==> src/rtl/ptw_walker.sv <==
module ptw_walker #(
  parameter logic [31:0] RELOC_LIMIT = 32'h0200_0000
) (
  input  logic        clk,
  input  logic        rst_n,
  input  logic        req_valid,
  input  logic [31:0] req_va,
  input  logic        req_write,
  input  logic        req_user,
  input  logic [31:0] tbase,
  input  logic [31:0] dom_ctl,
  input  logic        ctl_s,
  input  logic        ctl_r,
  input  logic [31:0] pid_reloc,
  output logic        mem_req,
  output logic [31:0] mem_addr,
  input  logic        mem_rvalid,
  input  logic [31:0] mem_rdata,
  output logic        done,
  output logic        fault,
  output logic [7:0]  fault_status,
  output logic [31:0] pa,
  output logic        perm_rd,
  output logic        perm_wr
);
  localparam logic [3:0] FC_SEC_XLT  = 4'h5;
  localparam logic [3:0] FC_PG_XLT   = 4'h7;
  localparam logic [3:0] FC_SEC_DOM  = 4'h9;
  localparam logic [3:0] FC_PG_DOM   = 4'hB;
  localparam logic [3:0] FC_SEC_PERM = 4'hD;
  localparam logic [3:0] FC_PG_PERM  = 4'hF;

  typedef enum logic [2:0] {IDLE, L1_REQ, L1_WAIT, L2_REQ, L2_WAIT, DONE} st_t;

  st_t         st;
  logic [31:0] va_q, ttb_q, dacr_q, d1_q, pa_q;
  logic        wr_q, usr_q, s_q, r_q;
  logic        flt_q, prd_q, pwr_q;
  logic [7:0]  fs_q;

  function automatic logic [1:0] ap_rights(input logic [1:0] ap, input logic w,
                                           input logic u, input logic s, input logic r);
    case (ap)
      2'd0:    ap_rights = w ? 2'b00 : ((r || (s && !u)) ? 2'b10 : 2'b00);
      2'd1:    ap_rights = u ? 2'b00 : 2'b11;
      2'd2:    ap_rights = u ? (w ? 2'b00 : 2'b10) : 2'b11;
      default: ap_rights = 2'b11;
    endcase
  endfunction

  wire [31:0] d1      = (st == L1_WAIT) ? mem_rdata : d1_q;
  wire [3:0]  dom     = d1[8:5];
  wire [1:0]  dac     = dacr_q[{dom, 1'b0} +: 2];
  wire        manager = (dac == 2'b11);

  wire [1:0]  t1      = mem_rdata[1:0];
  wire [1:0]  rt_sec  = manager ? 2'b11 : ap_rights(mem_rdata[11:10], wr_q, usr_q, s_q, r_q);

  wire [7:0]  apf     = mem_rdata[11:4];
  wire [2:0]  apsel   = {va_q[15:14], 1'b0};
  wire [1:0]  ap_l2   = (t1 == 2'd3) ? mem_rdata[5:4] : apf[apsel +: 2];
  wire [1:0]  rt_l2   = manager ? 2'b11 : ap_rights(ap_l2, wr_q, usr_q, s_q, r_q);

  logic [31:0] pa_l2;
  always_comb begin
    case (t1)
      2'd1:    pa_l2 = {mem_rdata[31:16], va_q[15:0]};
      2'd2:    pa_l2 = {mem_rdata[31:12], va_q[11:0]};
      default: pa_l2 = {mem_rdata[31:10], va_q[9:0]};
    endcase
  end

  wire [31:0] l1_addr = {ttb_q[31:14], va_q[31:20], 2'b00};
  wire [31:0] l2_addr = (d1_q[1:0] == 2'd1) ? {d1_q[31:10], va_q[19:12], 2'b00}
                                            : {d1_q[31:12], va_q[19:10], 2'b00};

  assign mem_req      = (st == L1_REQ) || (st == L2_REQ);
  assign mem_addr     = (st == L1_REQ) ? l1_addr : l2_addr;
  assign done         = (st == DONE);
  assign fault        = flt_q;
  assign fault_status = fs_q;
  assign pa           = pa_q;
  assign perm_rd      = prd_q;
  assign perm_wr      = pwr_q;

  always_ff @(posedge clk) begin
    if (!rst_n) begin
      st     <= IDLE;
      va_q   <= '0;
      ttb_q  <= '0;
      dacr_q <= '0;
      d1_q   <= '0;
      pa_q   <= '0;
      wr_q   <= 1'b0;
      usr_q  <= 1'b0;
      s_q    <= 1'b0;
      r_q    <= 1'b0;
      flt_q  <= 1'b0;
      prd_q  <= 1'b0;
      pwr_q  <= 1'b0;
      fs_q   <= '0;
    end else begin
      case (st)
        IDLE: if (req_valid) begin
          va_q   <= (req_va < RELOC_LIMIT) ? req_va + pid_reloc : req_va;
          wr_q   <= req_write;
          usr_q  <= req_user;
          ttb_q  <= tbase;
          dacr_q <= dom_ctl;
          s_q    <= ctl_s;
          r_q    <= ctl_r;
          st     <= L1_REQ;
        end
        L1_REQ: st <= L1_WAIT;
        L1_WAIT: if (mem_rvalid) begin
          d1_q  <= mem_rdata;
          st    <= DONE;
          flt_q <= 1'b1;
          prd_q <= 1'b0;
          pwr_q <= 1'b0;
          pa_q  <= '0;
          if (t1 == 2'd0) begin
            fs_q <= {dom, FC_SEC_XLT};
          end else if (!dac[0]) begin
            fs_q <= {dom, (t1 == 2'd2) ? FC_SEC_DOM : FC_PG_DOM};
          end else if (t1 == 2'd2) begin
            if (rt_sec == 2'b00) begin
              fs_q <= {dom, FC_SEC_PERM};
            end else begin
              flt_q          <= 1'b0;
              fs_q           <= '0;
              pa_q           <= {mem_rdata[31:20], va_q[19:0]};
              {prd_q, pwr_q} <= rt_sec;
            end
          end else begin
            st <= L2_REQ;
          end
        end
        L2_REQ: st <= L2_WAIT;
        L2_WAIT: if (mem_rvalid) begin
          st    <= DONE;
          flt_q <= 1'b1;
          prd_q <= 1'b0;
          pwr_q <= 1'b0;
          pa_q  <= '0;
          if (t1 == 2'd0) begin
            fs_q <= {dom, FC_PG_XLT};
          end else if (rt_l2 == 2'b00) begin
            fs_q <= {dom, FC_PG_PERM};
          end else begin
            flt_q          <= 1'b0;
            fs_q           <= '0;
            pa_q           <= pa_l2;
            {prd_q, pwr_q} <= rt_l2;
          end
        end
        default: st <= IDLE;
      endcase
    end
  end
endmodule

==> config.mk <==
export PLATFORM = sky130hd
export DESIGN_NAME = ptw_walker
export DESIGN_NICKNAME = d
export VERILOG_FILES = /design/src/rtl/ptw_walker.sv
export SDC_FILE = /design/constraint.sdc
export NUM_CORES = 1
export LEC_CHECK = 0
export CAP_MARGIN = 40
export CORE_UTILIZATION = 44
export DETAILED_ROUTE_END_ITERATION = 7
export PLACE_DENSITY = 0.89
export SLEW_MARGIN = 10
export SYNTH_ARGS = -nofsm -noshare
export SYNTH_HDL_FRONTEND = slang
export SYNTH_SLANG_ARGS = --single-unit
==> constraint.sdc <==
create_clock -name clk -period 3.06 [get_ports clk]
set_input_delay 0.459 -clock clk [delete_from_list [all_inputs] [get_ports clk]]
set_output_delay 0.459 -clock clk [all_outputs]
set_load 0.1 [all_outputs]
==> impl_results.md, run 1 <==
* Crit path DAT at 3590 ps
* Critical path's most frequent cell: nand3_1
* Layout cells sized above 1 at 0.210
* CP endpoint: fault_status[6]
* Placed instance count at 1584
* Antenna Cells at 0
* WHS at 461 ps
* Remaining Overflow, GRT at 0
* Top cell type's share of synthesized area at 0.365
* Die width at 143 um
* Pins Over Slew Limit at 0
* Clock Skew at 9.92 ps
* Via count at 9292
* Routed WL per cell at 18.6 um
* Yosys cell types at 66
* Core Footprint at 19500 um^2
* Final cell count without fillers at 1629
* Register Area at 3210 um^2
* Total CTS buffers at 17
* Hold WC Path Type: flip-flop to flip-flop
* Register bit total from synthesis at 160
* Synth-to-layout area growth at 47.8%
* Final WL at 30300 um
* Vias/cell at 5.70
* Worst path slowest cell: mux4_1
* Sequential Power Share at 0.362
* H-tree depth at 4
* Initial antenna violation count at 0
* Post-route ant nets at 0
* Top FF cell, synth: dfxtp_1
* Warning count from the yosys run at 0
* Cell taking the most area after synthesis: dfxtp_1
* CP Capture Type: flip-flop
* Starting DRT DRC Count at 646
* Worst-path cell chain: nor3b_4, buf_6, mux2i_4, buf_4, mux4_1, a22oi_2, nand3_1, a22oi_1, or2_2, nand3_1, o22ai_1
* Clock tree buffer depth at 2
* Max FO, Critical Path at 4
* Slack of the critical path at -189 ps
* Clk slew on worst S/H paths at 70 ps
* Most instantiated cells after synthesis: 233 x nand2_1, 160 x dfxtp_1, 85 x a21boi_0, 60 x o21ai_0
* Tmin final at 3250 ps
* P_leak at 5.27 nW
* Worst stage delay on the critical path at 580 ps
* Max-slew headroom at 0.566
* FMAX at 0.308 GHz
* Utilization after layout at 0.664
* Setup slack after placement at -377 ps
* Reg2Reg Launch Point: st[0]
* Number of I/O pins at 245
* # nets final at 1555
* Reg2Reg Setup Slack at -190 ps
* Design Power at 0.00635 W
* Post-synthesis async set-or-reset flop share at 0
* Final setup violation count at 38
* Failing checks: negative setup slack
* GPL Wtd Cong at 0.931
* DR pass1 iterations at 5
* Die Area at 20500 um^2
* Most frequent cell after synthesis: nand2_1
* CTS tree: done
* Synth area leaders: dfxtp_1 36%, nand2_1 10%, a21boi_0 7.3%
* Pin count of the biggest net entering global routing at 71
* Number of synthesized flops with an enable pin at 0
* Tcrit/Tclk final at 1.06
* Rows at 51
* Total track usage at 0.282
* Post-detail-place hpwl at 21500 um
* Starting Density at 0.450
* Launch point of the worst path: st[0]
* DIE HEIGHT at 143 um
* Worst Tran Pin Value at 645 ps
* Sw Share at 0.330
* Area of the multi-input gates at 5340 um^2
* First-pass GRT wire length at 44700 um
* Post-CTS Hold Buffers at 0
* Skew-Pair Late Insertion Delay at 430 ps
* Count of buffers from port buffering at 226
* Comb pwr share at 0.295
* Vias in the first global route at 8801
* Critical R2R Capture: fault_status[6]
* Final hold violation count at 0
* Fillcell total at 1519
* Max IR drop VDD at 0.294 mV
* Avg Inst Size Synth at 8.34 um^2
* CTS Sinks at 160
* Worst EP required at 3400 ps
* Psw at 0.00210 W
* DRC Markers at 0
* Max_cap viols at 0
* PwrDens at 489 nW/um^2
* Worst r2r path cells at 11
* Internal Power at 0.00425 W
* RSZ-0062 raised after global routing: yes
* Status: complete, but fails checks
* Mapped Cells at 1053
* Clock root cell: clkbuf_16
* Crit path launch type: flip-flop
* Critical path class: flip-flop to flip-flop
* Clock power share at 0.343
* Sequential area share after synthesis at 0.365
* Mapped cell area at 8780 um^2
-- cells in the final DEF (no fill, tap or decap), types with 34 or more instances in the layout --
master,instances
buf_12,34
nor2_1,51
ha_1,35
a21oi_1,56
nand2_1,232
a21boi_0,85
o21ai_0,58
dfxtp_1,158
clkdlybuf4s50_1,150
buf_4,153
-- per-layer routing --
layer,wire (um),GRT usage
met5,0,0
met4,1520,0.158
met3,2210,0.0610
met2,14600,0.480
met1,12000,0.329
-- worst min-delay path by stage --
stage                         from       end  cells after the start
after global placement     perm_wr   perm_wr                      1
after floorplan            va_q[7]   va_q[7]                      2
after global routing       va_q[4]     pa[4]                      1
after CTS                 d1_q[26]  d1_q[26]                      2
final                     d1_q[26]  d1_q[26]                      2
after detailed placement  d1_q[26]  d1_q[26]                      2
-- repair_timing --
| action | 4_1_cts | 5_1_grt |
|---|---|---|
| pin swaps | 2 | 11 |
| setup endpoints to repair | 15 | 51 |
| setup buffers | 3 | 8 |
| cloned | 0 | 2 |
| gates resized for setup | 16 | 20 |
-- power groups by stage --
stage          registers (W)  logic (W)  clock network (W)
2_1_floorplan        0.00236   0.000987                  0
3_3_place_gp         0.00233    0.00173                  0
3_5_place_dp         0.00234    0.00177                  0
4_1_cts              0.00229    0.00181            0.00219
5_1_grt              0.00231    0.00198            0.00229
6_report             0.00230    0.00187            0.00218
-- stage by stage --
| stage | instance area [um^2] | TNS, ps |
|---|---|---|
| after global routing | 13000 | -4910 |
| after global placement | 12100 | -5910 |
| after CTS | 12800 | 0 |
| after detailed placement | 12100 | -9330 |
| final | 13000 | -3920 |
| after floorplan | 8780 | -5430 |
-- layout make-up --
cell class | count | area share
multi-input combinational | 812 | 0.412
timing repair buffer | 345 | 0.265
sequential | 160 | 0.247
clock buffer | 18 | 0.0331
tap | 265 | 0.0256
clock inverter | 14 | 0.0132
inverter | 15 | 0.00434
-- flip-flops by register name (all words and copies together) (netlist names) --
register      flops
dacr_q           32
pa               32
va_q             32
d1_q             28
ttb_q            18
fault_status      8
st                3
fault             1
perm_rd           1
perm_wr           1
r_q               1
s_q               1
usr_q             1
wr_q              1
-- critical path: cells and delay by family, from the launching register on --
kind	cells	cell delay, ps
flops	1	330
simple gates	4	770
compound gates	3	890
buf+inv	2	310
mux	2	840
-- cell families (layout without fill, tap and decap cells) --
logic type,after synthesis,count (layout),synth area share
compound gates,326,326,0.254
fa+ha+maj,38,38,0.0545
simple gates,374,374,0.186
xor+xnor,23,23,0.0230
flops,160,160,0.365
mux,49,49,0.0771
other cells,1,2,0.000427
buf+inv,82,392,0.0396
(Power assumes the default switching activity.)
==> inputs of run 2 (changes only) <==
CORE_UTILIZATION = 50   (was 44)
DONT_BUFFER_PORTS = 1   (was default)
HOLD_SLACK_MARGIN = 0.03   (was default)
PLACE_DENSITY = 0.77   (was 0.89)
clock period = 3.2 ns   (was 3.06 ns; I/O delays follow)
==> run 2 against run 1 <==
  * The flow now finishes without violations
  * Sequential share of layout area is 4.7 points higher
  * Largest power group unchanged
  * Sequential cell count did not move
  * Maximum frequency grew 5.3%
  * Register-to-register slack improved by 300 ps
  * Non-clock buffer count down 254
  * Worst hold slack got worse by 280 ps
  * Final cell count decreased by 18%
  * Critical path type unchanged
==> impl_results.md, run 2 (synthesized netlist as in run 1, its figures left out) <==
* Commonest non-fill, non-tap cells in the layout: 232 x nand2_1, 160 x dfxtp_1, 85 x a21boi_0
* Clock tree buffer depth at 2 (unchanged)
* Rows at 48 (-5.9%)
* Pins Over Slew Limit at 0 (unchanged)
* Routed WL per cell at 19.7 um (+6.3%)
* Area of the multi-input gates at 5350 um^2 (+0.19%)
* H-tree depth at 4 (unchanged)
* Initial antenna violation count at 0 (unchanged)
* Layout cells sized above 1 at 0.166 (-0.0439)
* Clock root cell: clkbuf_16
* Skew-Pair Late Insertion Delay at 420 ps (about the same)
* Total track usage at 0.282 (about the same)
* GPL Wtd Cong at 0.958 (+2.8%)
* Register Area at 3200 um^2 (about the same)
* Vias/cell at 6.12 (+7.3%)
* Tcrit/Tclk final at 0.964 (-0.0972)
* First-pass GRT wire length at 39600 um (-11%)
* Worst EP required at 3510 ps (+110 ps)
* Post-detail-place hpwl at 19000 um (-12%)
* Final setup violation count at 0 (-100%)
* Max IR drop VDD at 0.641 mV (+120%)
* Sequential Power Share at 0.386 (+0.024)
* DR pass1 iterations at 8 (+3)
* Number of I/O pins at 245 (unchanged)
* Clk slew on worst S/H paths at 70 ps (about the same)
* Die width at 134 um (-6.1%)
* Worst stage delay on the critical path at 550 ps (-30 ps)
* Status: finished, final reports clean
* Final hold violation count at 0 (unchanged)
* Max FO, Critical Path at 5 (+1)
* Sw Share at 0.319 (-0.0109)
* Worst-path cell chain: nor3b_4, mux2i_4, buf_4, mux4_1, a22oi_2, nand3_2, and4_4, nand2_1, o21ai_1, a221o_1
* Internal Power at 0.00390 W (-8.4%)
* CTS tree: done
* Synth-to-layout area growth at 24.0%
* Final WL at 26400 um (-13%)
* Utilization after layout at 0.631 (-0.0331)
* Starting DRT DRC Count at 532 (-18%)
* Remaining Overflow, GRT at 0 (unchanged)
* Hold WC Path Type: input port to flip-flop
* DIE HEIGHT at 134 um (-6.1%)
* Post-CTS Hold Buffers at 0 (unchanged)
* Antenna Cells at 0 (unchanged)
* Worst Tran Pin Value at 831 ps (+186 ps)
* Via count at 8172 (-12%)
* Tmin final at 3090 ps (-162 ps)
* PwrDens at 526 nW/um^2 (+7.4%)
* Max_cap viols at 0 (unchanged)
* Crit path DAT at 3390 ps (-200 ps)
* Design Power at 0.00572 W (-9.9%)
* Clock power share at 0.384 (+0.041)
* Die Area at 18100 um^2 (-12%)
* Fillcell total at 1393 (-8.3%)
* FMAX at 0.324 GHz (+5.3%)
* Vias in the first global route at 7467 (-15%)
* Starting Density at 0.509 (+0.0597)
* Max-slew headroom at 0.446 (-0.120)
* Most common cell after layout, fill and taps aside: nand2_1
* Count of buffers from port buffering at 0 (-100%)
* Pin count of the biggest net entering global routing at 133 (+87%)
* Critical path class: flip-flop to flip-flop
* Core Footprint at 17200 um^2 (-12%)
* Post-route ant nets at 0 (unchanged)
* Crit path launch type: flip-flop
* # nets final at 1301 (-16%)
* Total CTS buffers at 17 (unchanged)
* DRC Markers at 0 (unchanged)
* Comb pwr share at 0.230 (-0.065)
* CP Capture Type: flip-flop
* Worst path slowest cell: mux4_1
* P_leak at 4.29 nW (-19%)
* Clock Skew at 10.8 ps (+0.900 ps)
* Psw at 0.00183 W (-13%)
* CTS Sinks at 160 (unchanged)
## run 2: layout make-up
cell class | count | area share
flip-flops and latches | 160 | 0.294
multi-input cells | 812 | 0.492
clock inverters | 14 | 0.0185
well taps | 225 | 0.0259
inverters | 15 | 0.00517
clock buffers | 18 | 0.0394
repair buffers | 91 | 0.125
## run 2: path summary, 6_finish.rpt
path / slack, ps / depth (start not counted) / startpoint / to
setup reg to reg: 110 / 10 / st[2] / pa[11]
hold reg to reg: 460 / 2 / dacr_q[3] / dacr_q[3]
hold / removal: 180 / 1 / mem_rdata[20] / pa[20]
setup / recovery: 110 / 10 / st[2] / pa[11]
## run 2: layer usage
metal,routed length [um],global-route usage
met5,0,0
met4,1110,0.138
met3,2300,0.0668
met2,12300,0.457
met1,10600,0.352
## run 2: stage by stage
stage	setup WS (ps)	TNS [ps]	hold WS (ps)	cells	area, um^2
after floorplan	-424	-4240	432	1054	8780
after global placement	45.8	0	446	1256	9190
after detailed placement	-19.1	-21.1	450	1300	10200
after CTS	29.7	0	163	1333	10800
after global routing	-49.3	-169	155	1335	10900
final	114	0	179	1335	10900
## run 2: power groups by stage
stage / Combinational (W) / Sequential (W) / Clock (W)
floorplan: 0.000944 / 0.00226 / 0
global placement: 0.00114 / 0.00230 / 0
detailed placement: 0.00127 / 0.00225 / 0
CTS: 0.00128 / 0.00220 / 0.00223
global route: 0.00142 / 0.00222 / 0.00232
finish: 0.00132 / 0.00221 / 0.00220
## run 2: critical path, delay by kind of cell, from the launching register on
| family | cells | cell delay, ps |
|---|---|---|
| buffers and inverters | 1 | 170 |
| AOI/OAI and AO/OA | 3 | 740 |
| DFF | 1 | 340 |
| and+or+nand+nor | 4 | 810 |
| muxes | 2 | 890 |
## run 2: repair_timing
item,in CTS,in global routing
gates resized for setup,3,17
pin swaps,0,4
endpoints found under the setup margin,8,12
hold endpoints to repair,0,0
buffers inserted,1,2
==> inputs of run 3 (changes only) <==
SLEW_MARGIN = 25   (was 10)
==> run 3 against run 2 <==
  * Design area decreased by 0.32%
  * Utilization decreased by 0.20 points
  * Clock-buffer cell count increased by 1
  * Combinational power about the same
  * Largest cell class unchanged
  * Sequential power about the same
  * First-iteration DRC count decreased by 6.0%
  * Critical endpoint is now fault_status[4]
  * Sequential share of layout area increased by 0.095 points
  * Maximum frequency about the same
  * Total power decreased by 1.4%
==> impl_results.md, run 3 (synthesized netlist as in run 1, its figures left out) <==
* Starting DRT DRC Count at 500 (-6.0%)
* Number of I/O pins at 245 (unchanged)
* Post-CTS Hold Buffers at 0 (unchanged)
* Antenna Cells at 0 (unchanged)
* H-tree depth at 4 (unchanged)
* Post-route ant nets at 0 (unchanged)
* Worst Tran Pin Value at 812 ps (-18.6 ps)
* FMAX at 0.324 GHz (about the same)
* Tcrit/Tclk final at 0.964 (about the same)
* Die width at 134 um (unchanged)
* Critical path class: flip-flop to flip-flop
* Clk slew on worst S/H paths at 70 ps (about the same)
* Crit path launch type: flip-flop
* Clock Skew at 8.23 ps (-2.60 ps)
* Clock tree buffer depth at 2 (unchanged)
* Starting Density at 0.509 (unchanged)
* Remaining Overflow, GRT at 0 (unchanged)
* DR pass1 iterations at 5 (-3)
* Pins Over Slew Limit at 0 (unchanged)
* Fillcell total at 1388 (-0.36%)
* Tmin final at 3090 ps (+0.0930 ps)
* PwrDens at 520 nW/um^2 (-1.1%)
* Layout cells sized above 1 at 0.166 (about the same)
* RSZ-0062 raised after global routing: no
* Synth-to-layout area growth at 23.6%
* Final WL at 25900 um (-1.9%)
* Status: finished, final reports clean
* Most common cell after layout, fill and taps aside: nand2_1
* Psw at 0.00181 W (-1.1%)
* CTS Sinks at 160 (unchanged)
* # nets final at 1302 (+0.077%)
* CP Capture Type: flip-flop
* Max IR drop VDD at 0.382 mV (-40%)
* Crit path max-delay family: multiplexers
* TNS Setup at 0 ps (unchanged)
* Uppermost layer routed: met4
* Worst stage delay on the critical path at 530 ps (-20 ps)
* Rows at 48 (unchanged)
* DR WL met2 at 12000 um (-2.5%)
* Vias in the first global route at 7522 (+0.74%)
* P_leak at 4.28 nW (-0.18%)
* CTS tree: done
* Crit path DAT at 3430 ps (+40 ps)
* Max FO, Critical Path at 7 (+2)
* Critical path buffer and inverter count at 2 (+1)
* Clock power share at 0.377 (-0.007)
* Final setup violation count at 0 (unchanged)
* Met3 wire len at 2000 um (-13%)
* Post-detail-place hpwl at 19000 um (-0.12%)
* Worst EP required at 3540 ps (+30 ps)
* Pin count of the biggest net entering global routing at 133 (unchanged)
* Sw Share at 0.320 (+0.000765)
* Skew-Pair Late Insertion Delay at 430 ps (about the same)
* Total CTS buffers at 17 (unchanged)
* Total track usage at 0.284 (+0.00184)
* GPL Wtd Cong at 0.958 (unchanged)
* Design Power at 0.00564 W (-1.4%)
* Core Footprint at 17200 um^2 (unchanged)
* Hold WC Path Type: input port to flip-flop
* M1 WL at 10800 um (+1.5%)
* Utilization after layout at 0.629 (-0.00203)
* Routed WL per cell at 19.4 um (-1.9%)
* Internal Power at 0.00384 W (-1.5%)
* Worst path slowest cell: mux4_2
* Die Area at 18100 um^2 (unchanged)
* Sequential Power Share at 0.391 (+0.005)
* DIE HEIGHT at 134 um (unchanged)
* Vias/cell at 6.00 (-1.9%)
* Count of buffers from port buffering at 0 (unchanged)
* Commonest non-fill, non-tap cells in the layout: 231 x nand2_1, 160 x dfxtp_1, 85 x a21boi_0
* Max_cap viols at 0 (unchanged)
* Comb pwr share at 0.231 (about the same)
* Via count at 8020 (-1.9%)
* Initial antenna violation count at 0 (unchanged)
* Max-slew headroom at 0.458 (+0.0124)
* Worst-path cell chain: nor3b_4, mux2i_4, buf_4, mux4_2, mux2i_2, mux2i_4, buf_4, a22oi_1, or2_2, nand3_2, o22ai_1
* Clock root cell: clkbuf_16
* DRC Markers at 0 (unchanged)
* Final hold violation count at 0 (unchanged)
* First-pass GRT wire length at 39900 um (+0.70%)
## run 3: cell count changes in the layout (fill, tap and decap cells not counted), sizes merged
cell,before,now
clkinvlp,1,2
buf,91,92
bufinv,4,3
clkbuf,18,19
clkinv,3,2
## run 3: metrics by stage
step                cell area, um^2  hold slack, ps  setup WS [ps]  instances
floorplan                      8780             432           -424       1054
global placement               9190             446           45.8       1256
detailed placement            10100             450          -46.2       1299
CTS                           10800             162           7.78       1332
global route                  10800             165           2.01       1336
finish                        10800             174            114       1336
## run 3: final cells by class
| class | count | area (um^2) | share of cell area |
|---|---|---|---|
| clock buffers | 19 | 443 | 0.0408 |
| clock inverters | 13 | 174 | 0.0160 |
| inverters | 15 | 56.3 | 0.00519 |
| multi-input cells | 812 | 5340 | 0.493 |
| flip-flops and latches | 160 | 3200 | 0.295 |
| well taps | 225 | 282 | 0.0260 |
| repair buffers | 92 | 1350 | 0.124 |
## run 3: final timing paths
check	startpoint	endpoint	slack (ps)	cells past startpoint
hold / removal	mem_rdata[28]	pa[28]	170	1
setup / recovery	st[1]	fault_status[4]	110	11
setup reg to reg	st[1]	fault_status[4]	110	11
hold reg to reg	dacr_q[9]	dacr_q[9]	460	2
## run 3: metal layers
layer  GRT usage  vias up
met3      0.0691       75
met2       0.459      343
met4       0.144        0
li1            -     3851
met1       0.353     3751
met5           0        -
## run 3: repair_timing
action / 4_1_cts / 5_1_grt
resized for setup: 6 / 11
pin swaps: 0 / 2
buffers inserted: 1 / 4
setup endpoints to repair: 10 / 13
## run 3: power by group through the flow
stage	clock, W	combinational [W]	sequential [W]
floorplan	0	0.000944	0.00226
global placement	0	0.00114	0.00230
detailed placement	0	0.00127	0.00225
CTS	0.00216	0.00128	0.00221
global route	0.00224	0.00141	0.00222
finish	0.00213	0.00131	0.00221
